[config.mk]
export PLATFORM = sky130hd
export DESIGN_NAME = carrier_reload_seq
export DESIGN_NICKNAME = d
export VERILOG_FILES = /design/src/rtl/crs_pkg.sv /design/src/rtl/crs_regs.sv /design/src/rtl/crs_carrier.sv /design/src/rtl/crs_oneshot.sv /design/src/rtl/crs_irq.sv /design/src/rtl/carrier_reload_seq.sv
export SDC_FILE = /design/constraint.sdc
export NUM_CORES = 1
export LEC_CHECK = 0
export BUFFER_PORTS_ARGS = -buffer_cell sky130_fd_sc_hd__buf_2
export CORE_UTILIZATION = 60
export CTS_CLUSTER_SIZE = 10
export DETAILED_ROUTE_END_ITERATION = 10
export GPL_ROUTABILITY_DRIVEN = 0
export PLACE_DENSITY = 0.8
export SYNTH_ARGS = -nofsm -noshare
export SYNTH_HDL_FRONTEND = slang
export SYNTH_SLANG_ARGS = --single-unit
[constraint.sdc]
create_clock -name clk -period 3.98 [get_ports clk]
set_input_delay 0 -clock clk [delete_from_list [all_inputs] [get_ports clk]]
set_output_delay 0 -clock clk [all_outputs]
set_load 0.1 [all_outputs]
[src/rtl/crs_pkg.sv]
package crs_pkg;

  localparam int ADDR_W = 3;

  typedef enum logic [ADDR_W-1:0] {
    REG_PERIOD  = 3'd0,
    REG_WIDTH_A = 3'd1,
    REG_WIDTH_B = 3'd2,
    REG_OCCUR   = 3'd3,
    REG_CTRL    = 3'd4
  } reg_addr_e;

  // packed: irq_pol is bit 2, irq_decim bit 1, alt_en bit 0
  typedef struct packed {
    logic irq_pol;
    logic irq_decim;
    logic alt_en;
  } ctrl_t;

  localparam int CTRL_W = $bits(ctrl_t);

endpackage

[src/rtl/crs_regs.sv]
module crs_regs
  import crs_pkg::*;
#(
  parameter int DATA_W = 16,
  parameter int OCC_W  = 8
) (
  input  logic              clk,
  input  logic              rst_n,
  input  logic              wr_en,
  input  logic [ADDR_W-1:0] wr_addr,
  input  logic [DATA_W-1:0] wr_data,
  output logic [DATA_W-1:0] period,
  output logic [DATA_W-1:0] width_a,
  output logic [DATA_W-1:0] width_b,
  output logic [OCC_W-1:0]  occ_set,
  output ctrl_t             ctrl
);

  localparam int NUM_WIDTH = 2;

  logic [DATA_W-1:0] period_q, period_nxt;
  logic [OCC_W-1:0]  occ_q, occ_nxt;
  ctrl_t             ctrl_q, ctrl_nxt;
  logic [DATA_W-1:0] width_q [NUM_WIDTH];

  always_comb begin
    period_nxt = period_q;
    occ_nxt    = occ_q;
    ctrl_nxt   = ctrl_q;
    if (wr_en) begin
      unique case (wr_addr)
        REG_PERIOD: period_nxt = wr_data;
        REG_OCCUR:  occ_nxt    = wr_data[OCC_W-1:0];
        REG_CTRL:   ctrl_nxt   = ctrl_t'(wr_data[CTRL_W-1:0]);
        default: ;
      endcase
    end
  end

  always_ff @(posedge clk or negedge rst_n) begin
    if (!rst_n) begin
      period_q <= '0;
      occ_q    <= '0;
      ctrl_q   <= '0;
    end else begin
      period_q <= period_nxt;
      occ_q    <= occ_nxt;
      ctrl_q   <= ctrl_nxt;
    end
  end

  for (genvar g = 0; g < NUM_WIDTH; g++) begin : g_width
    localparam logic [ADDR_W-1:0] MY_ADDR = ADDR_W'(REG_WIDTH_A) + ADDR_W'(g);
    logic [DATA_W-1:0] w_nxt;
    always_comb begin
      w_nxt = width_q[g];
      if (wr_en && (wr_addr == MY_ADDR)) w_nxt = wr_data;
    end
    always_ff @(posedge clk or negedge rst_n) begin
      if (!rst_n) width_q[g] <= '0;
      else        width_q[g] <= w_nxt;
    end
  end

  assign period  = period_q;
  assign width_a = width_q[0];
  assign width_b = width_q[1];
  assign occ_set = occ_q;
  assign ctrl    = ctrl_q;

  // a write to a spare address leaves the stored registers untouched
  assert_spare_addr_R8: assert property (@(posedge clk) disable iff (!rst_n)
    (wr_en && wr_addr > ADDR_W'(REG_CTRL)) |=>
      ($stable(period_q) && $stable(occ_q) && $stable(ctrl_q)));

endmodule

[src/rtl/crs_carrier.sv]
module crs_carrier #(
  parameter int DATA_W = 16
) (
  input  logic              clk,
  input  logic              rst_n,
  input  logic              en,
  input  logic [DATA_W-1:0] period,
  output logic              zero_evt
);

  logic [DATA_W-1:0] cnt_q, cnt_nxt;
  logic              at_zero;

  assign at_zero  = (cnt_q == '0);
  assign zero_evt = en && at_zero;

  always_comb begin
    cnt_nxt = cnt_q;
    if (en) begin
      if (at_zero) cnt_nxt = period;
      else         cnt_nxt = cnt_q - 1'b1;
    end
  end

  always_ff @(posedge clk or negedge rst_n) begin
    if (!rst_n) cnt_q <= '0;
    else        cnt_q <= cnt_nxt;
  end

  // zero reloads the period value
  assert_reload_R1: assert property (@(posedge clk) disable iff (!rst_n)
    zero_evt |=> (cnt_q == $past(period)));

  // nothing moves while enable is low
  assert_frozen_R1: assert property (@(posedge clk) disable iff (!rst_n)
    !en |=> $stable(cnt_q));

endmodule

[src/rtl/crs_oneshot.sv]
module crs_oneshot #(
  parameter int DATA_W = 16
) (
  input  logic              clk,
  input  logic              rst_n,
  input  logic              en,
  input  logic              zero_evt,
  input  logic              alt_en,
  input  logic [DATA_W-1:0] width_a,
  input  logic [DATA_W-1:0] width_b,
  output logic              sel,
  output logic              phase,
  output logic              os_start,
  output logic              os_done
);

  logic [DATA_W-1:0] wcnt_q, wcnt_nxt;
  logic              busy_q, busy_nxt;
  logic              phase_q, phase_nxt;
  logic              start_q, start_nxt;
  logic              done_q, done_nxt;
  logic [DATA_W-1:0] width_ld;

  assign sel      = alt_en ? ~phase_q : 1'b0;
  assign width_ld = sel ? width_b : width_a;

  always_comb begin
    wcnt_nxt  = wcnt_q;
    busy_nxt  = busy_q;
    phase_nxt = phase_q;
    start_nxt = 1'b0;
    done_nxt  = 1'b0;
    if (zero_evt) begin
      wcnt_nxt  = width_ld;
      busy_nxt  = 1'b1;
      phase_nxt = sel;
      start_nxt = 1'b1;
    end else if (en && busy_q) begin
      if (wcnt_q <= DATA_W'(1)) begin
        wcnt_nxt = '0;
        busy_nxt = 1'b0;
        done_nxt = 1'b1;
      end else begin
        wcnt_nxt = wcnt_q - 1'b1;
      end
    end
  end

  always_ff @(posedge clk or negedge rst_n) begin
    if (!rst_n) begin
      wcnt_q  <= '0;
      busy_q  <= 1'b0;
      phase_q <= 1'b1;
      start_q <= 1'b0;
      done_q  <= 1'b0;
    end else begin
      wcnt_q  <= wcnt_nxt;
      busy_q  <= busy_nxt;
      phase_q <= phase_nxt;
      start_q <= start_nxt;
      done_q  <= done_nxt;
    end
  end

  assign phase    = phase_q;
  assign os_start = start_q;
  assign os_done  = done_q;

  // done is a single-cycle strobe
  assert_done_pulse_R5: assert property (@(posedge clk) disable iff (!rst_n)
    done_q |=> !done_q);

  // a restart never reports done for the abandoned run
  assert_done_vs_start_R5: assert property (@(posedge clk) disable iff (!rst_n)
    done_q |-> !start_q);

  // with alternation on, each start flips the phase
  assert_phase_toggle_R3: assert property (@(posedge clk) disable iff (!rst_n)
    (start_q && $past(alt_en && rst_n)) |-> (phase_q != $past(phase_q)));

  // without alternation, loads always come from width A
  assert_phase_fixed_R4: assert property (@(posedge clk) disable iff (!rst_n)
    (start_q && $past(!alt_en && rst_n)) |-> !phase_q);

endmodule

[src/rtl/crs_irq.sv]
module crs_irq #(
  parameter int OCC_W = 8
) (
  input  logic             clk,
  input  logic             rst_n,
  input  logic             zero_evt,
  input  logic             sel,
  input  logic             decim,
  input  logic             pol,
  input  logic [OCC_W-1:0] occ_set,
  output logic             irq
);

  logic [OCC_W-1:0] occ_q, occ_nxt;
  logic             irq_q, irq_nxt;

  always_comb begin
    occ_nxt = occ_q;
    irq_nxt = 1'b0;
    if (zero_evt) begin
      if (!decim) begin
        irq_nxt = 1'b1;
        occ_nxt = '0;
      end else if (sel == pol) begin
        if (occ_q <= OCC_W'(1)) begin
          irq_nxt = 1'b1;
          occ_nxt = occ_set;
        end else begin
          occ_nxt = occ_q - 1'b1;
        end
      end
    end
  end

  always_ff @(posedge clk or negedge rst_n) begin
    if (!rst_n) begin
      occ_q <= '0;
      irq_q <= 1'b0;
    end else begin
      occ_q <= occ_nxt;
      irq_q <= irq_nxt;
    end
  end

  assign irq = irq_q;

  // plain mode interrupts on every zero
  assert_irq_every_R6: assert property (@(posedge clk) disable iff (!rst_n)
    $past(zero_evt && !decim && rst_n) |-> irq_q);

  // interrupts only follow a carrier zero
  assert_irq_on_zero_R7: assert property (@(posedge clk) disable iff (!rst_n)
    irq_q |-> $past(zero_evt && rst_n));

  // in decimated mode, zeros of the wrong phase never interrupt
  assert_irq_phase_R7: assert property (@(posedge clk) disable iff (!rst_n)
    $past(zero_evt && decim && (sel != pol) && rst_n) |-> !irq_q);

endmodule

[src/rtl/carrier_reload_seq.sv]
module carrier_reload_seq
  import crs_pkg::*;
#(
  parameter int DATA_W = 16,
  parameter int OCC_W  = 8
) (
  input  logic              clk,
  input  logic              rst_n,
  input  logic              en,
  input  logic              wr_en,
  input  logic [2:0]        wr_addr,
  input  logic [DATA_W-1:0] wr_data,
  output logic              os_start,
  output logic              os_done,
  output logic              reload_phase,
  output logic              carrier_irq
);

  logic [DATA_W-1:0] period, width_a, width_b;
  logic [OCC_W-1:0]  occ_set;
  ctrl_t             ctrl;
  logic              zero_evt;
  logic              sel;

  crs_regs #(.DATA_W(DATA_W), .OCC_W(OCC_W)) u_regs (
    .clk     (clk),
    .rst_n   (rst_n),
    .wr_en   (wr_en),
    .wr_addr (wr_addr),
    .wr_data (wr_data),
    .period  (period),
    .width_a (width_a),
    .width_b (width_b),
    .occ_set (occ_set),
    .ctrl    (ctrl)
  );

  crs_carrier #(.DATA_W(DATA_W)) u_carrier (
    .clk      (clk),
    .rst_n    (rst_n),
    .en       (en),
    .period   (period),
    .zero_evt (zero_evt)
  );

  crs_oneshot #(.DATA_W(DATA_W)) u_oneshot (
    .clk      (clk),
    .rst_n    (rst_n),
    .en       (en),
    .zero_evt (zero_evt),
    .alt_en   (ctrl.alt_en),
    .width_a  (width_a),
    .width_b  (width_b),
    .sel      (sel),
    .phase    (reload_phase),
    .os_start (os_start),
    .os_done  (os_done)
  );

  crs_irq #(.OCC_W(OCC_W)) u_irq (
    .clk      (clk),
    .rst_n    (rst_n),
    .zero_evt (zero_evt),
    .sel      (sel),
    .decim    (ctrl.irq_decim),
    .pol      (ctrl.irq_pol),
    .occ_set  (occ_set),
    .irq      (carrier_irq)
  );

  // start and interrupt only appear together with a fresh phase
  assert_irq_with_start_R2: assert property (@(posedge clk) disable iff (!rst_n)
    carrier_irq |-> os_start);

endmodule

==> flow_summary.yaml <==
run_status:
  status: "finished, final reports clean"
pwr:
  p_int_w: 0.00177
  p_clk_frac: 0.239
  swShare: 0.319
  switching_power_w: 0.000830
  vdd_drop_max_mv: 0.431
  p_comb_frac: 0.213
  power_frac_seq: 0.548
  leakage_nw: 2.46
  power_density_nw_per_um2: 442
timing:
  fmax_mhz: 350
  setup_viol: 0
  worst_pin_slew_ps: 1240
  hold_slack_ps: 37.8
  period_share: 0.717
  rsz0062_at_grt: "false"
  fin_crit_ps: 2850
  relSlewSlack: 0.163
  finClkSkew_ps: 17.7
  setup_tns_ps: 0
  hold_viol: 0
  slew_violations: 0
floorplan:
  rows: 34
  ios: 27
  dieHeight_um: 96.2
  core-area_um2: 8680
  initial_core_util: 0.614
  die_w_um: 96.2
  die-area_um2: 9260
clock_network:
  cts_root_buf: "clkbuf_8"
  htree_num_levels: 3
  cts_resized: 0
  clk_latency_ps: 380
  cts_tree: "done"
  clk_path_buf_depth: 2
  cts.sinks: 104
  path_clk_slew_ps: 110
  cts_buffers: 9
  postCtsSetupBuffers: 0
worst_hold_path:
  holdPathStages: 4
  holdCritPathClass: "in2reg"
placement:
  io_buffers: 26
  dp_hpwl_um: 8040
synthesis:
  ys_types: 64
  syn_area_um2: 5330
  mappedNetlistNets: 517
  synth_seq_area_share: 0.489
  synth-seq-cells: 104
  syn_inst: 488
  synthFlopType: "dfrtp_1"
  synth_edf_count: 0
  ys_warn_count: 0
  async_flop_share: 1.00
  syn_avg_cell_area_um2: 10.9
detailed_routing:
  postRouteAntennaNets: 0
  route.detailed.drc: 0
  wl_per_cell_um: 18.7
  vias: 4077
  drtIter0Drc: 339
  vias_per_cell: 6.39
  drt_pass1_iterations: 5
  routed_wl_um: 11900
global_route:
  overflow: 0
  antenna_found_initial: 0
  grt_pass1_vias: 4050
  grt_pass1_wl_um: 20300
  grt_max_degree: 67
  grtUsageTotal: 0.292
critical_path:
  crit_fanout: 16
  cp_data_required_time_ps: 4240
  ff2ff_path_depth: 7
  cp-start-kind: "flip-flop"
  end_kind: "flip-flop"
  arrival_ps: 3120
  critical_path_class: "reg2reg"
cells_and_area:
  nets: 554
  layout_common_cells: "103 x dfrtp_1, 59 x mux2_2, 28 x a21oi_1"
  diodes: 0
  syn_to_final_growth_pct: 10.4
  final_common_cell: "dfrtp_1"
  drive_gt1_frac: 0.245
run:
  drv_cap: 0
## what timing repair did
item                                    CTS  global route
hold endpoints to repair                123             0
endpoints found under the setup margin    0             0
hold buffers                             17             0
## sequential cells by signal (all words and copies together) (netlist names)
register,cells
u_regs.ctrl,3
u_oneshot.phase,1
u_carrier.cnt_q,16
u_regs.period,16
u_regs.width_a,16
u_oneshot.os_start,1
u_regs.occ_set,8
u_oneshot.busy_q,1
u_oneshot.wcnt_q,16
u_regs.width_b,16
u_irq.irq,1
u_irq.occ_q,8
u_oneshot.os_done,1
## final cells by class
type	count	area [um2]
clock inverter	5	37.5
tap	108	135
sequential	104	2600
inverter	22	82.6
clock buffer	11	141
fill	691	2800
multi-input combinational	340	2540
timing repair buffer	48	340
## stage by stage
stage	utilization	total power [W]	area, um2	std cells	worst slack, ps
2_1_floorplan	-	0.00181	5330	488	1730
3_3_place_gp	0.638	0.00194	5530	605	1400
3_5_place_dp	0.638	0.00198	5530	605	1260
4_1_cts	0.678	0.00260	5880	638	1190
5_1_grt	0.678	0.00273	5880	638	910
6_report	0.678	0.00260	5880	638	1130
## cells in the mapped netlist, types with 6 or more instances
cell type	number	area (um2)
a21oi_1	28	140
clkbuf_1	15	56.3
dfrtp_1	103	2580
ha_1	6	75.1
inv_1	22	82.6
mux2_2	59	664
mux2i_1	15	150
nand2_1	26	97.6
nand3_1	12	60.1
nand4_1	7	43.8
nor2_1	21	78.8
nor3_1	21	105
nor4_1	9	56.3
o211ai_1	10	75.1
o21ai_0	11	55.1
o21ai_1	26	130
or3_1	8	50.1
or4_1	8	60.1
## kinds of logic (layout without fill, tap and decap cells)
logic type	Yosys count	in the layout	synth area share
simple gates	143	143	0.161
compound gates	116	116	0.147
flops	104	104	0.489
mux	74	74	0.153
buf+inv	44	86	0.0345
fa+ha+maj	6	6	0.0141
xor+xnor	1	1	0.00164
## power groups by stage
stage / sequential (W) / clock (W) / combinational (W)
2_1_floorplan: 0.00138 / 0 / 0.000431
3_3_place_gp: 0.00142 / 0 / 0.000519
3_5_place_dp: 0.00144 / 0 / 0.000540
4_1_cts: 0.00142 / 0.000625 / 0.000556
5_1_grt: 0.00146 / 0.000669 / 0.000608
6_report: 0.00142 / 0.000621 / 0.000554
## layer usage
metal / up-vias / track usage / wire [um]
met5: - / 0 / 0
met4: 0 / 0.0983 / 204
met3: 21 / 0.0474 / 550
met2: 134 / 0.476 / 5850
met1: 2029 / 0.400 / 5330
li1: 1893 / - / -
## worst paths after layout
kind	slack, ps	endpoint	from
worst max-delay path	1130	u_oneshot.wcnt_q[8]	u_carrier.cnt_q[0]
worst min-delay path	40	u_regs.ctrl[1]	wr_addr[1]
worst max register to register	1130	u_oneshot.wcnt_q[8]	u_carrier.cnt_q[0]
worst min register to register	480	u_oneshot.phase	u_oneshot.phase
max in group asynchronous	2690	u_regs.width_a[4]	rst_n
min in group asynchronous	220	u_irq.occ_q[6]	rst_n
## critical path, cell delays in order, from the launching register on
cell and delay (ps):
dfrtp_1 410, inv_1 100, ha_1 210, or4b_1 300, nor4_2 90, a22oi_1 930, nand2_1 380, o311ai_1 340
Power figures use the tool's default switching activity.
